File: src/rtl/sb_pkg.sv
package sb_pkg;

  // Life cycle of one functional-unit entry
  typedef enum logic [1:0] {
    ST_IDLE = 2'd0,  // free
    ST_OPS  = 2'd1,  // issued, waiting for operands
    ST_EXEC = 2'd2,  // operands read, executing
    ST_WB   = 2'd3   // finished, waiting for write permission
  } fu_stage_t;

endpackage

File: src/rtl/sb_reg_status.sv
module sb_reg_status #(
  parameter int NUM_REG = 16,
  parameter int FU_W    = 2,
  localparam int REG_W  = $clog2(NUM_REG)
) (
  input  logic             clk,
  input  logic             rst_n,
  input  logic             set_en,
  input  logic [REG_W-1:0] set_reg,
  input  logic [FU_W-1:0]  set_fu,
  input  logic             clr_en,
  input  logic [FU_W-1:0]  clr_fu,
  input  logic [REG_W-1:0] lk_dst,
  input  logic [REG_W-1:0] lk_s1,
  input  logic [REG_W-1:0] lk_s2,
  output logic             dst_pend,
  output logic             s1_pend,
  output logic [FU_W-1:0]  s1_fu,
  output logic             s2_pend,
  output logic [FU_W-1:0]  s2_fu
);

  logic [NUM_REG-1:0]           pend_q, pend_d;
  logic [NUM_REG-1:0][FU_W-1:0] own_q, own_d;

  always_comb begin
    pend_d = pend_q;
    own_d  = own_q;
    if (clr_en) begin
      for (int r = 0; r < NUM_REG; r++) begin
        if (pend_q[r] && own_q[r] == clr_fu) pend_d[r] = 1'b0;
      end
    end
    if (set_en) begin
      pend_d[set_reg] = 1'b1;
      own_d[set_reg]  = set_fu;
    end
  end

  always_ff @(posedge clk or negedge rst_n) begin
    if (!rst_n) begin
      pend_q <= '0;
      own_q  <= '0;
    end else begin
      pend_q <= pend_d;
      own_q  <= own_d;
    end
  end

  assign dst_pend = pend_q[lk_dst];
  assign s1_pend  = pend_q[lk_s1];
  assign s1_fu    = own_q[lk_s1];
  assign s2_pend  = pend_q[lk_s2];
  assign s2_fu    = own_q[lk_s2];

  // a register never gets a second producer while one is pending
  a_r3_single_producer: assert property (@(posedge clk) disable iff (!rst_n)
    set_en |-> !pend_q[set_reg]);

endmodule

File: src/rtl/sb_fu_entry.sv
module sb_fu_entry
  import sb_pkg::*;
#(
  parameter int FU_W  = 2,
  parameter int REG_W = 4,
  parameter int OP_W  = 4
) (
  input  logic             clk,
  input  logic             rst_n,
  input  logic             issue_en,
  input  logic [OP_W-1:0]  is_op,
  input  logic [REG_W-1:0] is_dst,
  input  logic [REG_W-1:0] is_src1,
  input  logic [REG_W-1:0] is_src2,
  input  logic             is_rdy1,
  input  logic [FU_W-1:0]  is_tag1,
  input  logic             is_rdy2,
  input  logic [FU_W-1:0]  is_tag2,
  input  logic             ex_done,
  input  logic             bc_valid,
  input  logic [FU_W-1:0]  bc_unit,
  input  logic             wb_win,
  output logic             busy,
  output logic             rd_grant,
  output logic             wb_req,
  output logic [OP_W-1:0]  op,
  output logic [REG_W-1:0] fi,
  output logic [REG_W-1:0] fj,
  output logic [REG_W-1:0] fk,
  output logic             rj,
  output logic             rk
);

  fu_stage_t        stage_q, stage_d;
  logic [OP_W-1:0]  op_q, op_d;
  logic [REG_W-1:0] fi_q, fi_d, fj_q, fj_d, fk_q, fk_d;
  logic [FU_W-1:0]  qj_q, qj_d, qk_q, qk_d;
  logic             qjv_q, qjv_d, qkv_q, qkv_d;
  logic             rj_q, rj_d, rk_q, rk_d;

  always_comb begin
    stage_d = stage_q;
    op_d    = op_q;
    fi_d    = fi_q;
    fj_d    = fj_q;
    fk_d    = fk_q;
    qj_d    = qj_q;
    qk_d    = qk_q;
    qjv_d   = qjv_q;
    qkv_d   = qkv_q;
    rj_d    = rj_q;
    rk_d    = rk_q;
    unique case (stage_q)
      ST_IDLE: begin
        if (issue_en) begin
          op_d    = is_op;
          fi_d    = is_dst;
          fj_d    = is_src1;
          fk_d    = is_src2;
          rj_d    = is_rdy1;
          rk_d    = is_rdy2;
          qj_d    = is_tag1;
          qk_d    = is_tag2;
          qjv_d   = !is_rdy1;
          qkv_d   = !is_rdy2;
          stage_d = ST_OPS;
        end
      end
      ST_OPS: begin
        // result broadcast from a writing unit
        if (bc_valid && qjv_q && qj_q == bc_unit) begin
          rj_d  = 1'b1;
          qjv_d = 1'b0;
        end
        if (bc_valid && qkv_q && qk_q == bc_unit) begin
          rk_d  = 1'b1;
          qkv_d = 1'b0;
        end
        // operand read: drop ready flags so WAR checks stop counting us
        if (rj_q && rk_q) begin
          rj_d    = 1'b0;
          rk_d    = 1'b0;
          stage_d = ST_EXEC;
        end
      end
      ST_EXEC: if (ex_done) stage_d = ST_WB;
      ST_WB:   if (wb_win)  stage_d = ST_IDLE;
      default: stage_d = ST_IDLE;
    endcase
  end

  always_ff @(posedge clk or negedge rst_n) begin
    if (!rst_n) begin
      stage_q <= ST_IDLE;
      op_q    <= '0;
      fi_q    <= '0;
      fj_q    <= '0;
      fk_q    <= '0;
      qj_q    <= '0;
      qk_q    <= '0;
      qjv_q   <= 1'b0;
      qkv_q   <= 1'b0;
      rj_q    <= 1'b0;
      rk_q    <= 1'b0;
    end else begin
      stage_q <= stage_d;
      op_q    <= op_d;
      fi_q    <= fi_d;
      fj_q    <= fj_d;
      fk_q    <= fk_d;
      qj_q    <= qj_d;
      qk_q    <= qk_d;
      qjv_q   <= qjv_d;
      qkv_q   <= qkv_d;
      rj_q    <= rj_d;
      rk_q    <= rk_d;
    end
  end

  assign busy     = (stage_q != ST_IDLE);
  assign rd_grant = (stage_q == ST_OPS) && rj_q && rk_q;
  assign wb_req   = (stage_q == ST_WB);
  assign op       = op_q;
  assign fi       = fi_q;
  assign fj       = fj_q;
  assign fk       = fk_q;
  assign rj       = rj_q;
  assign rk       = rk_q;

  // the issue path only loads a free entry
  a_r2_issue_into_free: assert property (@(posedge clk) disable iff (!rst_n)
    issue_en |-> stage_q == ST_IDLE);

  // operand read permission lasts one cycle
  a_r4_read_one_cycle: assert property (@(posedge clk) disable iff (!rst_n)
    rd_grant |=> !rd_grant);

  // write permission only reaches a unit that finished executing
  a_r8_write_after_done: assert property (@(posedge clk) disable iff (!rst_n)
    wb_win |-> stage_q == ST_WB);

endmodule

File: src/rtl/sb_wb_arbiter.sv
module sb_wb_arbiter #(
  parameter int NUM_FU = 4,
  parameter int REG_W  = 4,
  localparam int FU_W  = $clog2(NUM_FU)
) (
  input  logic                         clk,
  input  logic                         rst_n,
  input  logic [NUM_FU-1:0]            wb_req,
  input  logic [NUM_FU-1:0][REG_W-1:0] fi,
  input  logic [NUM_FU-1:0][REG_W-1:0] fj,
  input  logic [NUM_FU-1:0][REG_W-1:0] fk,
  input  logic [NUM_FU-1:0]            rj,
  input  logic [NUM_FU-1:0]            rk,
  output logic [NUM_FU-1:0]            wb_grant,
  output logic                         wb_valid,
  output logic [FU_W-1:0]              wb_unit
);

  logic [NUM_FU-1:0] war_block;
  logic [NUM_FU-1:0] eligible;

  // WAR: a writer waits while another entry still holds an unread copy
  // of its destination register as a source
  generate
    for (genvar u = 0; u < NUM_FU; u++) begin : g_war
      always_comb begin
        war_block[u] = 1'b0;
        for (int f = 0; f < NUM_FU; f++) begin
          if (f != u) begin
            if ((rj[f] && fj[f] == fi[u]) || (rk[f] && fk[f] == fi[u]))
              war_block[u] = 1'b1;
          end
        end
      end
    end
  endgenerate

  assign eligible = wb_req & ~war_block;

  // fixed priority, lowest unit id first
  always_comb begin
    wb_grant = '0;
    wb_unit  = '0;
    for (int u = NUM_FU - 1; u >= 0; u--) begin
      if (eligible[u]) begin
        wb_grant = '0;
        wb_grant[u] = 1'b1;
        wb_unit  = FU_W'(u);
      end
    end
  end

  assign wb_valid = |eligible;

  // at most one unit writes per cycle
  a_r7_one_writer: assert property (@(posedge clk) disable iff (!rst_n)
    $onehot0(wb_grant));

endmodule

File: src/rtl/sb_scoreboard.sv
module sb_scoreboard #(
  parameter int NUM_FU  = 4,
  parameter int NUM_REG = 16,
  parameter int OP_W    = 4,
  localparam int FU_W   = $clog2(NUM_FU),
  localparam int REG_W  = $clog2(NUM_REG)
) (
  input  logic                    clk,
  input  logic                    rst_n,
  input  logic                    iss_valid,
  input  logic [FU_W-1:0]         iss_unit,
  input  logic [OP_W-1:0]         iss_op,
  input  logic [REG_W-1:0]        iss_dst,
  input  logic [REG_W-1:0]        iss_src1,
  input  logic [REG_W-1:0]        iss_src2,
  output logic                    iss_ready,
  input  logic [NUM_FU-1:0]       ex_done,
  output logic [NUM_FU-1:0]       rd_grant,
  output logic [NUM_FU-1:0]       wb_grant,
  output logic [NUM_FU*OP_W-1:0]  fu_op,
  output logic [NUM_FU*REG_W-1:0] fu_dst,
  output logic [NUM_FU*REG_W-1:0] fu_src1,
  output logic [NUM_FU*REG_W-1:0] fu_src2
);

  logic [NUM_FU-1:0]            busy_v, wb_req_v, rj_v, rk_v;
  logic [NUM_FU-1:0][OP_W-1:0]  op_v;
  logic [NUM_FU-1:0][REG_W-1:0] fi_v, fj_v, fk_v;

  logic            wb_valid;
  logic [FU_W-1:0] wb_unit;

  logic            dst_pend, s1_pend, s2_pend;
  logic [FU_W-1:0] s1_fu, s2_fu;
  logic            unit_ok, iss_accept;
  logic            s1_rdy, s2_rdy;

  // structural and WAW checks against registered state
  assign unit_ok    = (32'(iss_unit) < NUM_FU);
  assign iss_ready  = unit_ok && !busy_v[iss_unit] && !dst_pend;
  assign iss_accept = iss_valid && iss_ready;

  // a producer writing in this very cycle counts as available
  assign s1_rdy = !s1_pend || (wb_valid && s1_fu == wb_unit);
  assign s2_rdy = !s2_pend || (wb_valid && s2_fu == wb_unit);

  sb_reg_status #(
    .NUM_REG (NUM_REG),
    .FU_W    (FU_W)
  ) u_regstat (
    .clk      (clk),
    .rst_n    (rst_n),
    .set_en   (iss_accept),
    .set_reg  (iss_dst),
    .set_fu   (iss_unit),
    .clr_en   (wb_valid),
    .clr_fu   (wb_unit),
    .lk_dst   (iss_dst),
    .lk_s1    (iss_src1),
    .lk_s2    (iss_src2),
    .dst_pend (dst_pend),
    .s1_pend  (s1_pend),
    .s1_fu    (s1_fu),
    .s2_pend  (s2_pend),
    .s2_fu    (s2_fu)
  );

  generate
    for (genvar u = 0; u < NUM_FU; u++) begin : g_fu
      sb_fu_entry #(
        .FU_W  (FU_W),
        .REG_W (REG_W),
        .OP_W  (OP_W)
      ) u_entry (
        .clk      (clk),
        .rst_n    (rst_n),
        .issue_en (iss_accept && iss_unit == FU_W'(u)),
        .is_op    (iss_op),
        .is_dst   (iss_dst),
        .is_src1  (iss_src1),
        .is_src2  (iss_src2),
        .is_rdy1  (s1_rdy),
        .is_tag1  (s1_fu),
        .is_rdy2  (s2_rdy),
        .is_tag2  (s2_fu),
        .ex_done  (ex_done[u]),
        .bc_valid (wb_valid),
        .bc_unit  (wb_unit),
        .wb_win   (wb_grant[u]),
        .busy     (busy_v[u]),
        .rd_grant (rd_grant[u]),
        .wb_req   (wb_req_v[u]),
        .op       (op_v[u]),
        .fi       (fi_v[u]),
        .fj       (fj_v[u]),
        .fk       (fk_v[u]),
        .rj       (rj_v[u]),
        .rk       (rk_v[u])
      );
    end
  endgenerate

  sb_wb_arbiter #(
    .NUM_FU (NUM_FU),
    .REG_W  (REG_W)
  ) u_arb (
    .clk      (clk),
    .rst_n    (rst_n),
    .wb_req   (wb_req_v),
    .fi       (fi_v),
    .fj       (fj_v),
    .fk       (fk_v),
    .rj       (rj_v),
    .rk       (rk_v),
    .wb_grant (wb_grant),
    .wb_valid (wb_valid),
    .wb_unit  (wb_unit)
  );

  assign fu_op   = op_v;
  assign fu_dst  = fi_v;
  assign fu_src1 = fj_v;
  assign fu_src2 = fk_v;

  // an accepted instruction leaves its unit busy next cycle
  a_r2_accept_holds_unit: assert property (@(posedge clk) disable iff (!rst_n)
    iss_accept |=> busy_v[$past(iss_unit)]);

endmodule

File: config.mk
export PLATFORM = sky130hd
export DESIGN_NAME = sb_scoreboard
export DESIGN_NICKNAME = d
export VERILOG_FILES = /design/src/rtl/sb_pkg.sv /design/src/rtl/sb_reg_status.sv /design/src/rtl/sb_fu_entry.sv /design/src/rtl/sb_wb_arbiter.sv /design/src/rtl/sb_scoreboard.sv
export SDC_FILE = /design/constraint.sdc
export NUM_CORES = 1
export LEC_CHECK = 0
export ABC_AREA = 0
export BUFFER_PORTS_ARGS = -buffer_cell sky130_fd_sc_hd__buf_4
export CAP_MARGIN = 20
export CORE_MARGIN = 10
export CORE_UTILIZATION = 45
export DETAILED_ROUTE_END_ITERATION = 7
export GPL_TIMING_DRIVEN = 0
export PLACE_DENSITY_LB_ADDON = 0.3
export SLEW_MARGIN = 0
export SYNTH_ARGS = -nofsm -noshare
export SYNTH_HDL_FRONTEND = slang
export SYNTH_SLANG_ARGS = --single-unit
export TNS_END_PERCENT = 10
File: constraint.sdc
create_clock -name clk -period 5.3 [get_ports clk]
set_input_delay 1.06 -clock clk [delete_from_list [all_inputs] [get_ports clk]]
set_output_delay 1.06 -clock clk [all_outputs]
set_load 0.05 [all_outputs]
==> results of run 1 <==
[Yosys cell counts (17+ instances only)]
| cell type | count |
|---|---|
| a21oi_1 | 17 |
| buf_2 | 22 |
| clkbuf_1 | 33 |
| dfrtp_1 | 152 |
| inv_1 | 33 |
| mux2_2 | 114 |
| mux4_2 | 34 |
| nand2_1 | 35 |
| nand3_1 | 28 |
| nor2_1 | 25 |
| nor3_1 | 46 |
| o21ai_0 | 31 |
| xnor2_1 | 48 |
| xor2_1 | 48 |
[logic make-up after synthesis]
| family | count (synthesis) | synth area share, % |
|---|---|---|
| compound gates | 116 | 8.65 |
| mux | 157 | 23.1 |
| flops | 152 | 40.7 |
| buf+inv | 102 | 5.04 |
| fa+ha+maj | 16 | 2.14 |
| xor+xnor | 96 | 9.00 |
| simple gates | 200 | 11.3 |
[worst paths after layout]
kind | startpoint | cells after the start | endpoint
min in group asynchronous | rst_n | 1 | g_fu[2].u_entry.fj[3]
setup / recovery | g_fu[0].u_entry.fi[2] | 12 | wb_grant[1]
hold / removal | g_fu[0].u_entry.op[1] | 1 | g_fu[0].u_entry.op[1]
max in group asynchronous | rst_n | 2 | u_regstat.pend_q[6]
hold reg to reg | g_fu[0].u_entry.op[1] | 1 | g_fu[0].u_entry.op[1]
setup reg to reg | g_fu[1].u_entry.fi[2] | 10 | u_regstat.pend_q[3]
[metal layers]
| layer | track usage (%) | vias to the layer above | wire length (µm) |
|---|---|---|---|
| li1 | - | 3267 | - |
| met1 | 27.8 | 3718 | 11800 |
| met2 | 33.5 | 323 | 13600 |
| met3 | 3.60 | 63 | 1860 |
| met4 | 7.39 | 0 | 764 |
| met5 | 0 | - | 0 |
[area by class of cell]
class                           count  share of cell area [%]
Multi-Input combinational cell    585                    46.1
Clock buffer                       18                    4.00
Buffer                             69                    3.16
Timing Repair Buffer               92                    6.50
Inverter                           33                    1.13
Clock inverter                     14                    1.38
Sequential cell                   152                    34.6
Tap cell                          270                    3.08
[registers in the layout, summed over array words and instances (netlist names)]
signal,count
u_regstat.own_q,32
g_fu.u_entry.fi,16
g_fu.u_entry.fj,16
g_fu.u_entry.fk,16
g_fu.u_entry.op,16
u_regstat.pend_q,16
g_fu.u_entry.qj_q,8
g_fu.u_entry.qk_q,8
g_fu.u_entry.stage_q,8
g_fu.u_entry.qjv_q,4
g_fu.u_entry.qkv_q,4
g_fu.u_entry.rj,4
g_fu.u_entry.rk,4
[critical path: stages, from the launching register on]
cell and delay (ps):
dfrtp_1 390, buf_2 210, xnor2_1 150, nand3_1 100
o22ai_1 100, a311oi_1 490, nand3_1 170, inv_1 240
clkbuf_1 520, clkbuf_1 510, nor2_1 100, buf_4 160
buf_4 180
[where the power goes]
part           internal (mW)  switching [mW]  total (mW)
combinational           1.03            1.62        2.65
sequential              1.45           0.357        1.80
clock                  0.680           0.547        1.23
==> metrics, run 1 <==
Yosys reg bits 152; Syn. warnings 0; max-cap violations 0; Initial DRC Count 812; Post-Place Cells 1201; first-pass GRT wire length 43300 µm; Fmax 207 MHz; clock transition at the registers of the reported paths 70 ps; register area 3800 µm²; worst min path class reg2reg; fin. max-slew vios 0; Synth area leaders dfrtp_1 41%, mux2_2 14%, mux4_2 8.2%, xnor2_1 4.5%, xor2_1 4.5%; number of routed nets with antenna violations 0; Crit Path Max Fanout 10; ys async rst share 100%; Distinct cells, synth 54; gr usage total 20.8%; multi-input logic area 5070 µm²; H-Tree Depth 4; peak supply drop 0.000310 V; drt first pass iters 5; final non-filler cell total 1233; detailed placement HPWL 20900 µm; post_cts resized 0; total CTS buffers 17; Startpoint Class flip-flop; top_reg_cell synth dfrtp_1; Die Span Y 164 µm; DP Area 10400 µm²; PD cells 517 nW/µm²; # IOs 98; status finished clean; Worst Skew 10.7 ps; vias in the first global route 7397; hold slack 511 ps; Core Area 20300 µm²; reg2reg setup slack 1510 ps; Crit path arrival time 3770 ps; cts hold-fix bufs 0; WS Path Type reg2out; TritonCTS clock tree done; Worst-Margin Slew 988 ps; worst slack at placement 996 ps; EDFF count, synth 0; sequential share of the synthesized area 40.7%; area share of the largest cell type after synthesis 40.7%; antenna cells 0; clk buf depth 2; Via density 5.98; Total Power 5.68 mW; antenna violations before repair 0; crit end category output pin; final setup fails 0; total wire length 28000 µm; Vias 7371; post-route design area 11000 µm²; RSZ-0062 raised after global routing false; remaining routing DRC violations 0; most frequent cells in the layout 152 x dfrtp_1, 114 x mux2_2, 100 x buf_4, 48 x xnor2_1, 48 x xor2_1; DR WL/cell 22.7 µm; post-synth top area cell dfrtp_1; CTS Root Cell clkbuf_16; synth-to-layout area growth 17.6%; # port buffers 91; GRT overflow 0; slack of the critical path 474 ps; Fill cells 1783; most common cell after layout, fill and taps aside dfrtp_1; row count 52; fin util 54.1%; setup bufs post-CTS 0; Pleak 5.07 nW; largest net degree at the start of global routing 85; CTS Sinks 152; Slew HR 33.1%; fin crit share 91.1%; Die ar. 26900 µm²; Final GP Congestion 0.890; TNS Setup 0 ps; final hold viol count 0; Initial Utilization 46.0%; post-route minimum period 4830 ps; die width 164 µm; Syn Area/Cell 11.1 µm²; layout cell share with drive strength beyond 1 33.7%; Post-Syn Instances 839; post-synth net total 880; Mapped Area 9340 µm²; Final #Nets 991; CP Data Required Time 4240 ps; clock latency on the worst-skew pair 430 ps
No activity file was read; power rests on OpenSTA's default activity.
==> inputs of run 2 (changes only) <==
- CAP_MARGIN: 20 -> 25
- clock period: 5.3 -> 5.2 ns (I/O delays scaled with it)
==> run 2 against run 1 <==
  * First-iteration DRC count stayed put
  * Global-route usage did not move
  * Clock-buffer cell count is the same
  * Critical path type unchanged
  * Highest routed layer unchanged
==> metrics, run 2 (synthesis gave the netlist of run 1 again) <==
PD cells 527 nW/µm² (+1.9%); # IOs 98 (unchanged); Initial DRC Count 812 (unchanged); detailed placement HPWL 20900 µm (unchanged); fin crit share 92.4%; hold path depth 1 (unchanged); Startpoint Class flip-flop; H-Tree Depth 4 (unchanged); largest net degree at the start of global routing 85 (unchanged); Worst Skew 10.7 ps (unchanged); crit path from g_fu[0].u_entry.fi[2]; largest reg by FF count u_regstat.own_q; fin. max-slew vios 0 (unchanged); Core Area 20300 µm² (unchanged); CTS Root Cell clkbuf_16; setup bufs post-CTS 0 (unchanged); final hold viol count 0 (unchanged); Initial Utilization 46.0% (unchanged); reg2reg setup slack 1410 ps (-100 ps); most frequent cells in the layout 152 x dfrtp_1, 114 x mux2_2, 100 x buf_4, 48 x xnor2_1, 48 x xor2_1; clock transition at the registers of the reported paths 70 ps (about the same); GRT overflow 0 (unchanged); final setup fails 0 (unchanged); Slew HR 33.1% (unchanged); Final #Nets 991 (unchanged); peak supply drop 0.000316 V (+1.9%); Die ar. 26900 µm² (unchanged); DR WL/cell 22.7 µm (unchanged); first-pass GRT wire length 43300 µm (unchanged); drt first pass iters 5 (unchanged); max reg flops 32 (unchanged); vias in the first global route 7397 (unchanged); synth-to-layout area growth 17.6% (unchanged); worst min path class reg2reg; # port buffers 91 (unchanged); cts hold-fix bufs 0 (unchanged); CP endpoint wb_grant[1]; CTS Sinks 152 (unchanged); most common cell after layout, fill and taps aside dfrtp_1; status finished clean; TNS Setup 0 ps (unchanged); Worst-Margin Slew 988 ps (unchanged); gr usage total 20.8% (unchanged); Vias 7371 (unchanged); Final GP Congestion 0.890 (unchanged); clk buf depth 2 (unchanged); RSZ-0062 raised after global routing false; crit end category output pin; Crit Path Max Fanout 10 (unchanged); Crit path arrival time 3770 ps (about the same); number of routed nets with antenna violations 0 (unchanged); post_cts resized 0 (unchanged); total CTS buffers 17 (unchanged); Fmax 208 MHz; remaining routing DRC violations 0 (unchanged); layout cell share with drive strength beyond 1 33.7% (unchanged); Via density 5.98 (unchanged); worst r2r path cells 10 (unchanged); CP Data Required Time 4160 ps (-80 ps); RR Endpoint u_regstat.pend_q[3]; clock latency on the worst-skew pair 430 ps (about the same); antenna cells 0 (unchanged); die width 164 µm (unchanged); WS Path Type reg2out; row count 52 (unchanged); Die Span Y 164 µm (unchanged); max-cap violations 0 (unchanged); fin util 54.1% (unchanged); total wire length 28000 µm (unchanged); antenna violations before repair 0 (unchanged); TritonCTS clock tree done; post-route minimum period 4810 ps; r2r startpoint g_fu[1].u_entry.fi[2]; Pleak 5.07 nW (unchanged)
run 2: power by group:
group | internal [mW] | leakage, nW | switching (mW)
Sequential | 1.47 | 2.00 | 0.364
Combinational | 1.05 | 2.79 | 1.65
Clock | 0.693 | 0.286 | 0.558
run 2: area by class of cell:
class                           count  area, µm²
Tap cell                          270        338
Multi-Input combinational cell    585       5070
Fill cell                        1783       9320
Buffer                             69        347
Timing Repair Buffer               92        714
Inverter                           33        124
Clock buffer                       18        439
Sequential cell                   152       3800
Clock inverter                     14        151
run 2: layer usage:
layer | global-route usage [%] | wire length [µm] | share of wire [%] | vias up
met5 | 0 | 0 | 0 | -
met4 | 7.39 | 764 | 2.7 | 0
met1 | 27.8 | 11800 | 42 | 3718
met2 | 33.5 | 13600 | 49 | 323
met3 | 3.60 | 1860 | 6.6 | 63
li1 | - | - | - | 3267
run 2: worst min-delay path by stage:
stage	from	end	slack, ps
final	g_fu[0].u_entry.op[1]	g_fu[0].u_entry.op[1]	510
after global routing	g_fu[1].u_entry.op[0]	g_fu[1].u_entry.op[0]	520
after CTS	g_fu[1].u_entry.op[3]	g_fu[1].u_entry.op[3]	510
after detailed placement	g_fu[1].u_entry.op[3]	g_fu[1].u_entry.op[3]	500
after global placement	g_fu[1].u_entry.op[2]	g_fu[1].u_entry.op[2]	490
after floorplan	u_regstat.pend_q[9]	u_regstat.pend_q[9]	480
run 2: worst max-delay path: stages (launching register included):
cell and delay (ps):
dfrtp_1 390, buf_2 210, xnor2_1 150, nand3_1 100
o22ai_1 100, a311oi_1 490, nand3_1 170, inv_1 240
clkbuf_1 520, clkbuf_1 510, nor2_1 100, buf_4 160
buf_4 180
run 2: per-stage QoR:
stage	cells	cell area (µm²)	worst slack, ps	power (mW)	hold WS (ps)
finish	1233	11000	394	5.79	511
global route	1233	11000	240	6.09	516
CTS	1233	11000	438	5.78	515
detailed placement	1201	10400	916	4.52	498
global placement	1200	10400	933	4.46	492
floorplan	839	9340	1020	3.68	476
